### src/rtl/tec_pkg.sv
package tec_pkg;
  typedef enum logic [1:0] {FN_OFF, FN_CAP, FN_CMP, FN_PWM} fn_e;

  localparam logic [3:0] M_CAP_FALL = 4'b0100;
  localparam logic [3:0] M_CAP_RISE = 4'b0101;
  localparam logic [3:0] M_CAP_LO   = 4'b0110;
  localparam logic [3:0] M_CAP_HI   = 4'b0111;
  localparam logic [3:0] M_CMP_TOG  = 4'b0010;
  localparam logic [3:0] M_CMP_SET  = 4'b1000;
  localparam logic [3:0] M_CMP_CLR  = 4'b1001;
  localparam logic [3:0] M_CMP_FLAG = 4'b1010;
  localparam logic [3:0] M_CMP_EVT  = 4'b1011;

  function automatic fn_e mode_fn(input logic [3:0] m);
    if (m[3:2] == 2'b11) return FN_PWM;
    else if (m[3:2] == 2'b01) return FN_CAP;
    else if (m[3] || (m == M_CMP_TOG)) return FN_CMP;
    else return FN_OFF;
  endfunction
endpackage

### src/rtl/tec_edge_sync.sv
module tec_edge_sync #(
  parameter int STAGES = 2
) (
  input  logic clk,
  input  logic rst,
  input  logic pin_i,
  output logic rise_o,
  output logic fall_o
);
  // STAGES flops of synchronizer plus one for the previous level
  logic [STAGES:0] sh_q;

  always_ff @(posedge clk) begin
    if (rst) sh_q <= '0;
    else     sh_q <= {sh_q[STAGES-1:0], pin_i};
  end

  assign rise_o = sh_q[STAGES-1] & ~sh_q[STAGES];
  assign fall_o = ~sh_q[STAGES-1] & sh_q[STAGES];
endmodule

### src/rtl/tec_capture.sv
module tec_capture
  import tec_pkg::*;
#(
  parameter int DIV_LO = 4,
  parameter int DIV_HI = 16
) (
  input  logic       clk,
  input  logic       rst,
  input  logic [3:0] mode_i,
  input  logic       mode_chg_i,
  input  logic       rise_i,
  input  logic       fall_i,
  output logic       evt_o
);
  localparam int PRE_W = $clog2(DIV_HI);

  logic [PRE_W-1:0] pre_q;
  logic [PRE_W-1:0] lim;
  logic             scaled;

  always_comb begin
    scaled = (mode_i == M_CAP_LO) || (mode_i == M_CAP_HI);
    lim    = (mode_i == M_CAP_HI) ? PRE_W'(DIV_HI - 1) : PRE_W'(DIV_LO - 1);
    evt_o  = ((mode_i == M_CAP_FALL) && fall_i) ||
             ((mode_i == M_CAP_RISE) && rise_i) ||
             (scaled && rise_i && (pre_q == lim));
  end

  always_ff @(posedge clk) begin
    if (rst || mode_chg_i || !scaled) pre_q <= '0;
    else if (rise_i) pre_q <= (pre_q == lim) ? '0 : pre_q + 1'b1;
  end

  p_pre_bound_r3: assert property (@(posedge clk) disable iff (rst)
    ((mode_i == M_CAP_LO) && !mode_chg_i) |-> (pre_q < PRE_W'(DIV_LO)))
    else $error("prescale count beyond low divider");

  p_pre_clear_r4: assert property (@(posedge clk) disable iff (rst)
    mode_chg_i |=> (pre_q == '0))
    else $error("prescale count not cleared on mode change");
endmodule

### src/rtl/tec_compare.sv
module tec_compare
  import tec_pkg::*;
#(
  parameter int TMR_W       = 16,
  parameter bit HAS_SPECIAL = 1'b1
) (
  input  logic             clk,
  input  logic             rst,
  input  logic [3:0]       mode_i,
  input  logic             mode_chg_i,
  input  logic [TMR_W-1:0] tmr_i,
  input  logic [TMR_W-1:0] ref_i,
  output logic             match_o,
  output logic             pin_o,
  output logic             tmr_rst_o
);
  fn_e  fn;
  logic eq;
  logic eq_q;
  logic pin_q;

  always_comb begin
    fn      = mode_fn(mode_i);
    eq      = (tmr_i == ref_i);
    match_o = (fn == FN_CMP) && eq && !eq_q;
  end

  always_ff @(posedge clk) begin
    if (rst) eq_q <= 1'b0;
    else     eq_q <= eq;
  end

  always_ff @(posedge clk) begin
    if (rst || (fn == FN_OFF)) pin_q <= 1'b0;
    else if (mode_chg_i && (mode_i == M_CMP_SET)) pin_q <= 1'b0;
    else if (mode_chg_i && (mode_i == M_CMP_CLR)) pin_q <= 1'b1;
    else if (match_o) begin
      case (mode_i)
        M_CMP_TOG: pin_q <= ~pin_q;
        M_CMP_SET: pin_q <= 1'b1;
        M_CMP_CLR: pin_q <= 1'b0;
        default:   pin_q <= pin_q;
      endcase
    end
  end

  assign pin_o = pin_q;

  generate
    if (HAS_SPECIAL) begin : g_evt
      logic rst_q;
      always_ff @(posedge clk) begin
        if (rst) rst_q <= 1'b0;
        else     rst_q <= match_o && (mode_i == M_CMP_EVT);
      end
      assign tmr_rst_o = rst_q;

      p_evt_mode_r8: assert property (@(posedge clk) disable iff (rst)
        rst_q |-> ($past(mode_i) == M_CMP_EVT))
        else $error("timer reset outside special mode");
    end else begin : g_no_evt
      assign tmr_rst_o = 1'b0;
    end
  endgenerate

  p_toggle_r6: assert property (@(posedge clk) disable iff (rst)
    (match_o && (mode_i == M_CMP_TOG) && !mode_chg_i) |=> (pin_o != $past(pin_o)))
    else $error("toggle match did not change pin");

  p_force_r7: assert property (@(posedge clk) disable iff (rst)
    (match_o && (mode_i == M_CMP_SET) && !mode_chg_i) |=> pin_o)
    else $error("set-on-match left pin low");
endmodule

### src/rtl/tec_pwm.sv
module tec_pwm #(
  parameter int TB_W   = 8,
  parameter int FINE_W = 2
) (
  input  logic                   clk,
  input  logic                   rst,
  input  logic                   en_i,
  input  logic                   per_i,
  input  logic [TB_W-1:0]        tb_i,
  input  logic [TB_W+FINE_W-1:0] duty_i,
  output logic                   pin_o
);
  localparam int D_W = TB_W + FINE_W;

  logic [FINE_W-1:0] fine_q;
  logic [D_W-1:0]    shadow_q;
  logic              pin_q;
  logic [D_W:0]      pos_nx;

  assign pos_nx = {1'b0, tb_i, fine_q} + 1'b1;

  always_ff @(posedge clk) begin
    if (rst || !en_i) begin
      fine_q   <= '0;
      shadow_q <= '0;
      pin_q    <= 1'b0;
    end else if (per_i) begin
      fine_q   <= '0;
      shadow_q <= duty_i;
      pin_q    <= (duty_i != '0);
    end else begin
      fine_q <= fine_q + 1'b1;
      if (pos_nx == {1'b0, shadow_q}) pin_q <= 1'b0;
    end
  end

  assign pin_o = pin_q;

  p_zero_duty_r9: assert property (@(posedge clk) disable iff (rst)
    (en_i && per_i && (duty_i == '0)) |=> !pin_o)
    else $error("zero duty drove pin high");
endmodule

### src/rtl/tmr_event_channel.sv
module tmr_event_channel
  import tec_pkg::*;
#(
  parameter int TMR_W       = 16,
  parameter int SYNC_STAGES = 2,
  parameter int DIV_LO      = 4,
  parameter int DIV_HI      = 16,
  parameter bit HAS_SPECIAL = 1'b1,
  localparam int BUS_W      = 8,
  localparam int NBYTES     = TMR_W / BUS_W,
  localparam int ADDR_W     = $clog2(2 + NBYTES)
) (
  input  logic              clk,
  input  logic              rst,
  input  logic [TMR_W-1:0]  tmr_i,
  input  logic [BUS_W-1:0]  tb_i,
  input  logic              per_i,
  input  logic              pin_i,
  input  logic              wr_en_i,
  input  logic [ADDR_W-1:0] wr_addr_i,
  input  logic [BUS_W-1:0]  wr_data_i,
  input  logic [ADDR_W-1:0] rd_addr_i,
  output logic [BUS_W-1:0]  rd_data_o,
  input  logic              flag_clr_i,
  output logic              pin_o,
  output logic              flag_o,
  output logic              tmr_rst_o
);
  localparam int FINE_W = 2;
  localparam int CTRL_W = 4 + FINE_W;
  localparam logic [ADDR_W-1:0] A_CTRL = ADDR_W'(0);
  localparam logic [ADDR_W-1:0] A_DUTY = ADDR_W'(1);

  logic [CTRL_W-1:0] ctrl_q;
  logic [BUS_W-1:0]  duty_q;
  logic [TMR_W-1:0]  data_q;
  logic [3:0]        mode;
  logic [3:0]        mode_prev_q;
  logic              mode_chg;
  fn_e               fn;
  logic              rise, fall;
  logic              cap_evt, cmp_match;
  logic              cmp_pin, pwm_pin;
  logic              flag_q;
  logic [BUS_W-1:0]  rd_mux;
  logic [BUS_W-1:0]  rd_q;

  assign mode     = ctrl_q[3:0];
  assign fn       = mode_fn(mode);
  assign mode_chg = (mode != mode_prev_q);

  always_ff @(posedge clk) begin
    if (rst) mode_prev_q <= '0;
    else     mode_prev_q <= mode;
  end

  // control and duty registers
  always_ff @(posedge clk) begin
    if (rst) begin
      ctrl_q <= '0;
      duty_q <= '0;
    end else if (wr_en_i) begin
      if (wr_addr_i == A_CTRL) ctrl_q <= wr_data_i[CTRL_W-1:0];
      if (wr_addr_i == A_DUTY) duty_q <= wr_data_i;
    end
  end

  // data register: bus bytes, overridden by a capture in the same cycle
  always_ff @(posedge clk) begin
    if (rst) data_q <= '0;
    else begin
      for (int b = 0; b < NBYTES; b++) begin
        if (wr_en_i && (wr_addr_i == ADDR_W'(2 + b)))
          data_q[b*BUS_W +: BUS_W] <= wr_data_i;
      end
      if (cap_evt) data_q <= tmr_i;
    end
  end

  tec_edge_sync #(.STAGES(SYNC_STAGES)) u_sync (
    .clk(clk), .rst(rst), .pin_i(pin_i), .rise_o(rise), .fall_o(fall)
  );

  tec_capture #(.DIV_LO(DIV_LO), .DIV_HI(DIV_HI)) u_cap (
    .clk(clk), .rst(rst), .mode_i(mode), .mode_chg_i(mode_chg),
    .rise_i(rise), .fall_i(fall), .evt_o(cap_evt)
  );

  tec_compare #(.TMR_W(TMR_W), .HAS_SPECIAL(HAS_SPECIAL)) u_cmp (
    .clk(clk), .rst(rst), .mode_i(mode), .mode_chg_i(mode_chg),
    .tmr_i(tmr_i), .ref_i(data_q), .match_o(cmp_match),
    .pin_o(cmp_pin), .tmr_rst_o(tmr_rst_o)
  );

  tec_pwm #(.TB_W(BUS_W), .FINE_W(FINE_W)) u_pwm (
    .clk(clk), .rst(rst), .en_i(fn == FN_PWM), .per_i(per_i), .tb_i(tb_i),
    .duty_i({duty_q, ctrl_q[CTRL_W-1:4]}), .pin_o(pwm_pin)
  );

  always_ff @(posedge clk) begin
    if (rst) flag_q <= 1'b0;
    else if (cap_evt || cmp_match) flag_q <= 1'b1;
    else if (flag_clr_i) flag_q <= 1'b0;
  end

  always_comb begin
    rd_mux = '0;
    if (rd_addr_i == A_CTRL) rd_mux = BUS_W'(ctrl_q);
    if (rd_addr_i == A_DUTY) rd_mux = duty_q;
    for (int b = 0; b < NBYTES; b++) begin
      if (rd_addr_i == ADDR_W'(2 + b)) rd_mux = data_q[b*BUS_W +: BUS_W];
    end
  end

  always_ff @(posedge clk) begin
    if (rst) rd_q <= '0;
    else     rd_q <= rd_mux;
  end

  assign rd_data_o = rd_q;
  assign flag_o    = flag_q;
  assign pin_o     = (fn == FN_PWM) ? pwm_pin : cmp_pin;

  p_flag_set_r5: assert property (@(posedge clk) disable iff (rst)
    (cap_evt || cmp_match) |=> flag_o)
    else $error("event did not raise flag");

  p_ctrl_rsvd_r2: assert property (@(posedge clk) disable iff (rst)
    ($past(rd_addr_i) == A_CTRL) |-> (rd_data_o[7:6] == 2'b00))
    else $error("unimplemented control bits read nonzero");

  p_off_pin_r11: assert property (@(posedge clk) disable iff (rst)
    ((fn == FN_OFF) && $past(fn == FN_OFF)) |-> !pin_o)
    else $error("pin high while disabled");
endmodule

### config.mk
export PLATFORM = sky130hd
export DESIGN_NAME = tmr_event_channel
export DESIGN_NICKNAME = d
export VERILOG_FILES = /design/src/rtl/tec_pkg.sv /design/src/rtl/tec_edge_sync.sv /design/src/rtl/tec_capture.sv /design/src/rtl/tec_compare.sv /design/src/rtl/tec_pwm.sv /design/src/rtl/tmr_event_channel.sv
export SDC_FILE = /design/constraint.sdc
export NUM_CORES = 1
export LEC_CHECK = 0
export ABC_AREA = 1
export BUFFER_PORTS_ARGS = -buffer_cell sky130_fd_sc_hd__buf_2
export CORE_UTILIZATION = 52
export CTS_CLUSTER_DIAMETER = 120
export DETAILED_ROUTE_END_ITERATION = 10
export PLACE_DENSITY = 0.79
export SKIP_LAST_GASP = 1
export SLEW_MARGIN = 20
export SYNTH_ARGS = -nofsm -noshare
export SYNTH_HDL_FRONTEND = slang
export SYNTH_HIERARCHICAL = 1
export SYNTH_SLANG_ARGS = --single-unit
### constraint.sdc
create_clock -name clk -period 1.7 [get_ports clk]
set_input_delay 0.255 -clock clk [delete_from_list [all_inputs] [get_ports clk]]
set_output_delay 0.255 -clock clk [all_outputs]
set_load 0.005 [all_outputs]
# After elaboration in Yosys (flattened, before gate mapping)
# Index checks and enable logic that the tools add are counted.
totals:
  regBits: 66
  word_cells: 103
op_classes:
  n_eq_ne: 22
  n_bitwise: 5
  n_addsub: 3
  muxes: 20
  n_reduce_logical: 38
ops:
  columns: ["operator", "n"]
  rows:
  - ["8-bit two-way mux", 5]
  - ["16-bit equality test", 1]
  - ["4-bit by 3-bit equality test with 1-bit output, second input constant", 4]
  - ["16-bit two-way mux", 1]
  - ["2-bit equality test, second input constant", 7]
  - ["4-bit equality test, second input constant", 3]
  - ["10-bit by 1-bit adder with 11-bit output, second input constant", 1]
  - ["11-bit by 10-bit equality test with 1-bit output", 1]
  - ["1-bit logical AND", 11]
  - ["10-bit nonzero test", 1]
  - ["2-bit nonzero test", 5]
  - ["1-bit logical OR", 9]
  - ["4-bit two-way mux", 2]
  - ["1-bit two-way mux", 7]
  - ["2-bit by 1-bit equality test with 1-bit output, second input constant", 3]
  - ["2-bit zero test", 3]
  - ["2-bit two-way mux", 3]
  - ["6-bit two-way mux", 1]
  - ["2-bit AND reduction", 3]
  - ["4-bit by 1-bit adder with 4-bit output, second input constant", 1]
  - ["4-bit by 2-bit equality test with 1-bit output, second input constant", 1]
  - ["4-bit equality test", 1]
  - ["4-bit inequality test", 1]
  - ["4-bit nonzero test", 1]
  - ["6 further kinds", 12]

# Logic depth before layout (Yosys ltp)
# Gate-level depths: netlist of the first run.
depth:
  depth_word: 10
  mapped_depth: 13

# Modules after synthesis
# Netlist of the first run, hierarchy kept.
modules_own_cells:
  columns: ["module", "cells_each", "area_per_inst_um2", "n_inst"]
  rows:
  - ["tmr_event_channel", 287, 2006.9, 1]
  - ["tec_pwm", 150, 932.1, 1]
  - ["tec_compare", 112, 528.0, 1]
  - ["tec_capture", 43, 285.3, 1]
  - ["tec_edge_sync", 12, 93.8, 1]

# Worst setup path before layout of the first run
# Ideal clock, no wire load.
synth_timing:
  path_kind: "register to register"
  from: "register ctrl_q[2]"
  to: "register data_q[13]"
  arrival_time_ps: 1520
  path_slack_ps: 58
  setup_ps: 121
  path_buffers: 2
  stages_incl_launch_ff: 12
  path_cell_list: "dfxtp_1 -> inv_2 -> nor2_4 -> nand3b_1 -> o21ai_0 -> inv_1 -> nand2_1 -> buf_6 -> buf_4 -> nor2_1 -> a21oi_1 -> a21oi_1"
synth_via:
  elab_chain_len: 6
  elab_cells_between_ends: 15
synth_lines:
  columns: ["element", "line_no", "text"]
  rows:
  - ["start, declared", "tmr_event_channel.sv:34", "logic [CTRL_W-1:0] ctrl_q;"]
  - ["start signal, assigned", "tmr_event_channel.sv:63", "if (wr_addr_i == A_CTRL) ctrl_q <= wr_data_i[CTRL_W-1:0];"]
  - ["4-bit by 3-bit equality test with 1-bit output (on tied branches)", "tec_capture.sv:22, tec_capture.sv:23", null]
  - ["4-bit two-way mux or 1-bit logical OR (tied branches)", "tec_capture.sv:23, tec_capture.sv:22", null]
  - ["4-bit equality test or 1-bit logical AND (tied branches)", "tec_capture.sv:26", "(scaled && rise_i && (pre_q == lim));"]
  - ["1-bit logical AND", "tec_capture.sv:26", null]
  - ["1-bit logical OR (*)", "tec_capture.sv:25", "((mode_i == M_CAP_RISE) && rise_i) ||"]
  - ["named net cap_evt", "tmr_event_channel.sv:42", "logic cap_evt, cmp_match;"]
  - ["16-bit two-way mux or 2-bit nonzero test (tied branches)", null, null]
  - ["end signal, assigned by index", "tmr_event_channel.sv:74", "data_q[b*BUS_W +: BUS_W] <= wr_data_i;"]
  - ["end signal, assigned", "tmr_event_channel.sv:76", "if (cap_evt) data_q <= tmr_i;"]
  - ["end, declared", "tmr_event_channel.sv:36", "logic [TMR_W-1:0] data_q;"]
# Mark *: on every way through the listed nets, which the timed path passes. The rest lies on a longest branch.
# A chain may end at the register's enable or synchronous reset.

# Final worst setup path of the first run
layout_timing:
  from: "register ctrl_q[3]"
  to: "register data_q[2]"
# Same word-level chain as after synthesis.

==> results.md, run 1 <==
- Commonest non-fill, non-tap cell in the layout: nand2_1
- Most Frequent Cell on Critical Path: nand2_1
- Critical Path AT: 1.76 ns
- RSZ-0062 raised after global routing: no
- Crit path buffers/inverters: 1
- Power share of the clock group: 0.381
- Switching share of power: 0.265
- TNS Setup: 0 ns
- CTS tree: yes
- Die Height: 88.0 um
- TritonRoute pass-1 iters: 5
- Worst skew pair latency: 0.35 ns
- Num rows: 30
- Reg2reg start: ctrl_q[3]
- CTS Hold Bufs: 0
- Pwr dens: 760 nW/um2
- Final nets: 708
- Hold Crit Class: input port to flip-flop
- Synthesized cell area: 3850 um2
- Hold path depth: 3
- Worst R2R Setup Slack: 0.16 ns
- Max IR drop VDD: 0.000389 V
- RePlAce Congestion: 0.958
- Buffer levels on the longest clock path: 2
- Avg WL per Cell: 12.8 um
- Post-place setup slack: -0.00230 ns
- Sink Count: 66
- Max-cap violations: 0
- Design Area, Final: 4400 um2
- Worst-path clk slew: 0.07 ns
- Fmax: 651 MHz
- Sequential Power Share: 0.487
- Top delay family on crit path: simple AND/OR/NAND/NOR gates
- Switching power: 886 uW
- Reg2reg path depth: 9
- Post-synth EDFFs: 0
- # IOs: 53
- Vias/cell: 5.14
- Largest net degree at the start of global routing: 31
- Slew Viols, Final: 0
- CTS buffer count: 9
- Antenna-violating nets left: 0
- Core Region: 6980 um2
- Logic gate share of total power: 0.132
- Post-synth top flop: dfxtp_1
- CTS H-Tree Depth: 3
- Initial antenna violation count: 0
- Pint: 2460 uW
- Power, Total: 3350 uW
- Crit-path cells: nand3b_1 -> nor2_1 -> nand3_1 -> nand2_4 -> clkinv_2 -> nand2_1 -> nand2_1 -> nand2_1 -> a21oi_1
- Ys Warns: 6
- DP Area: 4180 um2
- First-pass GRT wire length: 15700 um
- Syn Inst Count: 604
- Synth Net Count: 648
- Root Driver: clkbuf_8
- Layout fillers: 672
- Worst r2r dst: data_q[2]
- Hold Startpoint: pin_i
- Worst Setup Start Kind: flip-flop
- Postcts setup bufs: 0
- Total track usage: 0.271
- Vias in the first global route: 3581
- Detail Placement HPWL: 7430 um
- Vias: 3924
- Highest-count cells in the layout ignoring fill and taps: 189 x nand2_1, 90 x nor2_1, 78 x inv_1
- Crit end category: flip-flop
- Starting DRT DRC Count: 248
- Die X: 88.0 um
- Clock Skews: 0.00903 ns
- Sequential fraction of the synthesis area: 0.344
- Asr flop ratio synth: 0
- Status: completed
- Core Util, Final: 0.631
- PnR worst setup slack: 0.163 ns
- Area Growth Syn to Fin: 14.5%
- Shortest period the worst path allows: 1.54 ns
- Critical Path Max Stage Delay: 0.34 ns
- Leakage: 0.00211 uW
- Post-synth cell types: 33
- Routed WL: 9770 um
- WP data required: 1.92 ns
- Endpoint, Worst Hold: u_sync/sh_q[0]
- Number of inserted diodes: 0
- Share of cells above drive strength 1: 0.171
- Port Buffers: 52
- Tcrit/Tclk final: 0.904
- Starting density of the core: 0.551
- Grt ovf: 0
- Die area: 7740 um2
- Least-Margin Pin Slew: 0.434 ns
- Slowest library cell on the worst path: dfxtp_1
- Crit path kind: flip-flop to flip-flop
- Flops & latches, synth: 66
- Final Hold Vio Count: 0
- Avg Cell Area, Syn: 6.37 um2
- Drt drc: 0
- Max_slew headroom: 0.710
- Critical Path Source: ctrl_q[3]
- CP max FO: 9
- Final Setup Violations: 0
-- synth_stat cells (2+ instances only) --
cell,n,area [um2]
buf_4,4,30.0
inv_2,5,18.8
nor2_2,5,31.3
nand3_1,34,170
nand2_1,190,713
nand2_2,7,43.8
nand3_2,4,40.0
a211oi_1,10,75.1
clkinv_1,2,7.51
a21oi_1,29,145
nand3_4,2,35.0
nor3_1,4,20.0
clkbuf_1,3,11.3
nor2_1,91,342
xnor2_1,12,105
nand4_1,13,81.3
dfxtp_1,66,1320
o21ai_0,17,85.1
ha_1,2,25.0
nand3b_1,4,30.0
inv_1,78,293
xor2_1,3,26.3
clkbuf_8,3,41.3
nor3_2,2,20.0
buf_6,4,45.0
nor2_4,3,33.8
-- worst reg2reg max path, delay by kind of cell, from the launching register on --
kind                   cells  cell delay, ns
AND/OR/NAND/NOR            7            0.87
AO/OA/AOI/OAI              1            0.06
flip-flops                 1            0.34
buffers and inverters      1            0.15
-- flip-flops by register name, summed over array words and instances (netlist names), 2 cells and up --
signal / cells
data_q: 16
u_pwm/shadow_q: 10
duty_q: 8
rd_data_o: 8
ctrl_q: 6
mode_prev_q: 4
u_cap/pre_q: 4
u_sync/sh_q: 3
u_pwm/fine_q: 2
-- final cells by class --
| type | instances | area [um2] | area share |
|---|---|---|---|
| timing repair buffer | 63 | 355 | 0.0807 |
| inverter | 86 | 329 | 0.0747 |
| clock buffer | 12 | 145 | 0.0330 |
| multi-input combinational | 437 | 2090 | 0.474 |
| clock inverter | 3 | 40.0 | 0.00909 |
| tap | 96 | 120 | 0.0273 |
| timing repair inverter | 1 | 5.00 | 0.00114 |
| sequential | 66 | 1320 | 0.301 |
-- how the worst max path moves through the flow --
stage,end,slack [ns],cells past startpoint
final,data_q[2],0.16,9
after global routing,data_q[1],0.009,11
after CTS,data_q[2],0.01,11
after detailed placement,data_q[15],-0.002,11
after global placement,data_q[14],0.04,11
after floorplan,data_q[13],0.06,11
-- stage by stage --
step           std cells  hold WS (ns)
6_report             764         0.124
5_1_grt              764         0.162
4_1_cts              763         0.112
3_5_place_dp         748         0.394
3_3_place_gp         748         0.389
2_1_floorplan        604         0.326
-- power by group through the flow --
stage / registers (uW) / clock network (uW) / logic, uW
2_1_floorplan: 1660 / 0 / 276
3_3_place_gp: 1660 / 0 / 423
3_5_place_dp: 1660 / 0 / 433
4_1_cts: 1630 / 1290 / 436
5_1_grt: 1630 / 1360 / 499
6_report: 1630 / 1270 / 442
-- metal layers --
| layer | global-route usage | up-vias | share of wire | routed length (um) |
|---|---|---|---|---|
| li1 | - | 1997 | - | - |
| met2 | 0.464 | 151 | 0.48 | 4690 |
| met1 | 0.314 | 1743 | 0.41 | 4050 |
| met3 | 0.0697 | 33 | 0.070 | 685 |
| met5 | 0 | - | 0 | 0 |
| met4 | 0.133 | 0 | 0.036 | 348 |
-- cell families after synthesis --
logic type	share of synthesized area
buffers and inverters	0.119
AND/OR/NAND/NOR	0.413
flip-flops	0.344
XOR/XNOR	0.0342
AO/OA/AOI/OAI	0.0836
adder cells (fa/ha/maj)	0.00651
-- what timing repair did --
action                                  4_1_cts  5_1_grt
gates cloned                                  0        1
pin swaps                                     0        1
resized for setup                             1       12
endpoints found under the setup margin        2       18
(Power assumes the default switching activity.)
==> run 2, diff against run 1 <==
--- a/config.mk
+++ b/config.mk
@@ -15,5 +15,4 @@
 export SLEW_MARGIN = 20
 export SYNTH_ARGS = -nofsm -noshare
 export SYNTH_HDL_FRONTEND = slang
-export SYNTH_HIERARCHICAL = 1
 export SYNTH_SLANG_ARGS = --single-unit
==> results.md, run 2 <==
- Hold Crit Class: input port to flip-flop
- Num rows: 30 (unchanged)
- Hold slack: 0.112 ns (-0.0118 ns)
- Synthesized cell area: 3700 um2 (-3.8%)
- # IOs: 53 (unchanged)
- Avg WL per Cell: 12.4 um (-2.9%)
- Fmax: 636 MHz (-2.2%)
- CTS tree: yes
- Post-Synth Adder-Cell Area: 0.00676 (+0.000257)
- Post-synth EDFFs: 0 (unchanged)
- Share of cells above drive strength 1: 0.150 (-0.0210)
- Initial antenna violation count: 0 (unchanged)
- Avg Cell Area, Syn: 6.32 um2 (-0.68%)
- Layout fillers: 626 (-6.8%)
- Synth area leader: dfxtp_1
- Pwr dens: 783 nW/um2 (+3.0%)
- Largest regs: data_q x16, u_pwm.shadow_q x10
- Die area: 7460 um2 (-3.7%)
- CTS buffer count: 9 (unchanged)
- Largest net degree at the start of global routing: 41 (+32%)
- Detail Placement HPWL: 6810 um (-8.4%)
- Most instantiated cells after synthesis: 162 x nand2_1, 114 x inv_1, 66 x dfxtp_1
- Vias in the first global route: 3373 (-5.8%)
- Top post-synthesis cells by area: dfxtp_1 36%, nand2_1 16%, inv_1 12%
- Largest register by flop count: data_q
- Synth Area in Compound Gates: 0.104 (+0.0202)
- RSZ-0062 raised after global routing: no
- Vias: 3885 (-0.99%)
- Asr flop ratio synth: 0 (unchanged)
- Buffer levels on the longest clock path: 2 (unchanged)
- Cell with the most instances after synthesis: nand2_1
- Vias/cell: 5.22 (+1.7%)
- Routed WL: 9240 um (-5.5%)
- Final Hold Vio Count: 0 (unchanged)
- Final nets: 687 (-3.0%)
- Starting DRT DRC Count: 253 (+2.0%)
- Die X: 86.4 um (-1.9%)
- TNS Setup: 0 ns (unchanged)
- RePlAce Congestion: 0.887 (-7.4%)
- Die Height: 86.4 um (-1.9%)
- Max_slew headroom: 0.786 (+0.0756)
- Slew Viols, Final: 0 (unchanged)
- Flops & latches, synth: 66 (unchanged)
- Number of inserted diodes: 0 (unchanged)
- Critical Path AT: 1.81 ns (+0.05 ns)
- Status: completed
- Root Driver: clkbuf_8
- Tcrit/Tclk final: 0.924 (+0.0203)
- Worst skew pair latency: 0.34 ns (about the same)
- Top cell type's share of synthesized area: 0.357 (+0.0136)
- TritonRoute pass-1 iters: 5 (unchanged)
- Ys Warns: 0 (-6)
- Grt ovf: 0 (unchanged)
- Sequential fraction of the synthesis area: 0.357 (+0.0136)
- Synth Net Count: 629 (-2.9%)
- Highest-count cells in the layout ignoring fill and taps: 162 x nand2_1, 114 x inv_1, 64 x dfxtp_1
- Largest family of logic cells by synthesized area: simple AND/OR/NAND/NOR gates
- Max IR drop VDD: 0.000446 V (+15%)
- CP max FO: 25 (+16)
- Post-synthesis simple-gate area fraction: 0.350 (-0.0631)
- Max reg flops: 16 (unchanged)
- Port Buffers: 52 (unchanged)
- Post-synth cell types: 31 (-6.1%)
- Leakage: 0.00227 uW (+7.4%)
- Post-synthesis xor/xnor area fraction: 0.0308 (-0.00338)
- Post-synthesis mux area share: 0.00913 (+0.00913)
- Crit end category: flip-flop
- CTS H-Tree Depth: 3 (unchanged)
- Worst Setup Start Kind: flip-flop
- Worst-path clk slew: 0.07 ns (about the same)
- Final Setup Violations: 0 (unchanged)
- Least-Margin Pin Slew: 0.319 ns (-0.115 ns)
- Post-synth top flop: dfxtp_1
- Sink Count: 66 (unchanged)
- Max-cap violations: 0 (unchanged)
- PnR worst setup slack: 0.129 ns (-0.0345 ns)
- Total track usage: 0.256 (-0.0152)
- Antenna-violating nets left: 0 (unchanged)
- First-pass GRT wire length: 15000 um (-4.8%)
- Commonest non-fill, non-tap cell in the layout: nand2_1
- Worst R2R Setup Slack: 0.13 ns (-0.03 ns)
- Shortest period the worst path allows: 1.57 ns (+0.0345 ns)
- Drt drc: 0 (unchanged)
- Syn Inst Count: 585 (-3.1%)
- Clock Skews: 0.00679 ns (-0.00224 ns)
- Area Growth Syn to Fin: 18.4%
- Post-place setup slack: 0.0735 ns (+0.0758 ns)
- Starting density of the core: 0.542 (-0.00932)
- WP data required: 1.94 ns (+0.02 ns)
- Core Region: 6830 um2 (-2.2%)
- Crit path kind: flip-flop to flip-flop
-- run 2: changes by cell type after synthesis, sizes merged, moves of 10 or more --
cell	previous run	this run
o21ai	17	37
inv	83	116
a211oi	10	0
nor2	99	53
nand4	13	39
nand3	40	29
a21oi	30	19
nand2	198	163
-- run 2: path summary, 6_finish.rpt --
kind | from | endpoint | cells past startpoint
min | pin_i | u_sync.sh_q[0] | 3
min reg2reg | u_sync.sh_q[0] | u_sync.sh_q[1] | 2
max reg2reg | ctrl_q[2] | data_q[14] | 10
max | ctrl_q[2] | data_q[14] | 10
-- run 2: where the power goes --
| group | total [uW] | switching (uW) | internal (uW) |
|---|---|---|---|
| Sequential | 1620 | 31.8 | 1590 |
| Clock | 1400 | 605 | 795 |
| Combinational | 406 | 249 | 157 |
| Total | 3430 | 886 | 2540 |
-- run 2: logic make-up (layout without fill, tap and decap cells) --
logic type                 after synthesis  in the layout
AOI/OAI and AO/OA                       70             70
xor gates and xnor gates                13             13
adders and majority gates                2              2
buffers and inverters                  136            199
DFF                                     66             66
muxes                                    3              3
and+or+nand+nor                        295            295
-- run 2: area by class of cell --
type / count / area (um2) / area share
Clock buffer: 12 / 165 / 0.0377
Clock inverter: 4 / 48.8 / 0.0111
Inverter: 116 / 435 / 0.0994
Multi-Input combinational cell: 383 / 1880 / 0.428
Sequential cell: 66 / 1320 / 0.302
Tap cell: 96 / 120 / 0.0274
Timing Repair Buffer: 67 / 410 / 0.0937
-- run 2: what timing repair did --
| action | 4_1_cts | 5_1_grt |
|---|---|---|
| hold buffers | 0 | 0 |
| resized for setup | 0 | 5 |
| setup endpoints to repair | 0 | 18 |
| buffers inserted | 0 | 2 |
-- run 2: per-layer routing --
metal | track usage | vias to the layer above | part of all wire
li1 | - | 1968 | -
met1 | 0.329 | 1720 | 0.45
met2 | 0.418 | 164 | 0.45
met3 | 0.0352 | 33 | 0.062
met4 | 0.133 | 0 | 0.035
met5 | 0 | - | 0
-- run 2: per-stage QoR --
| stage | std cells | utilization | total power [uW] | cell area (um2) |
|---|---|---|---|---|
| after floorplan | 585 | - | 1890 | 3700 |
| after global placement | 726 | 0.604 | 2040 | 4130 |
| after detailed placement | 726 | 0.604 | 2050 | 4130 |
| after CTS | 742 | 0.635 | 3430 | 4340 |
| after global routing | 744 | 0.641 | 3560 | 4380 |
| final | 744 | 0.641 | 3430 | 4380 |
-- run 2: critical path, stage by stage (launching register included) --
cell and delay, ns:
dfxtp_1 0.36, inv_2 0.06, nor2_4 0.11, nand3_2 0.11, o21ai_4 0.19, nand3_4 0.17
buf_12 0.21, nand4_1 0.08, nand3_1 0.07, nand2_1 0.06, inv_1 0.04
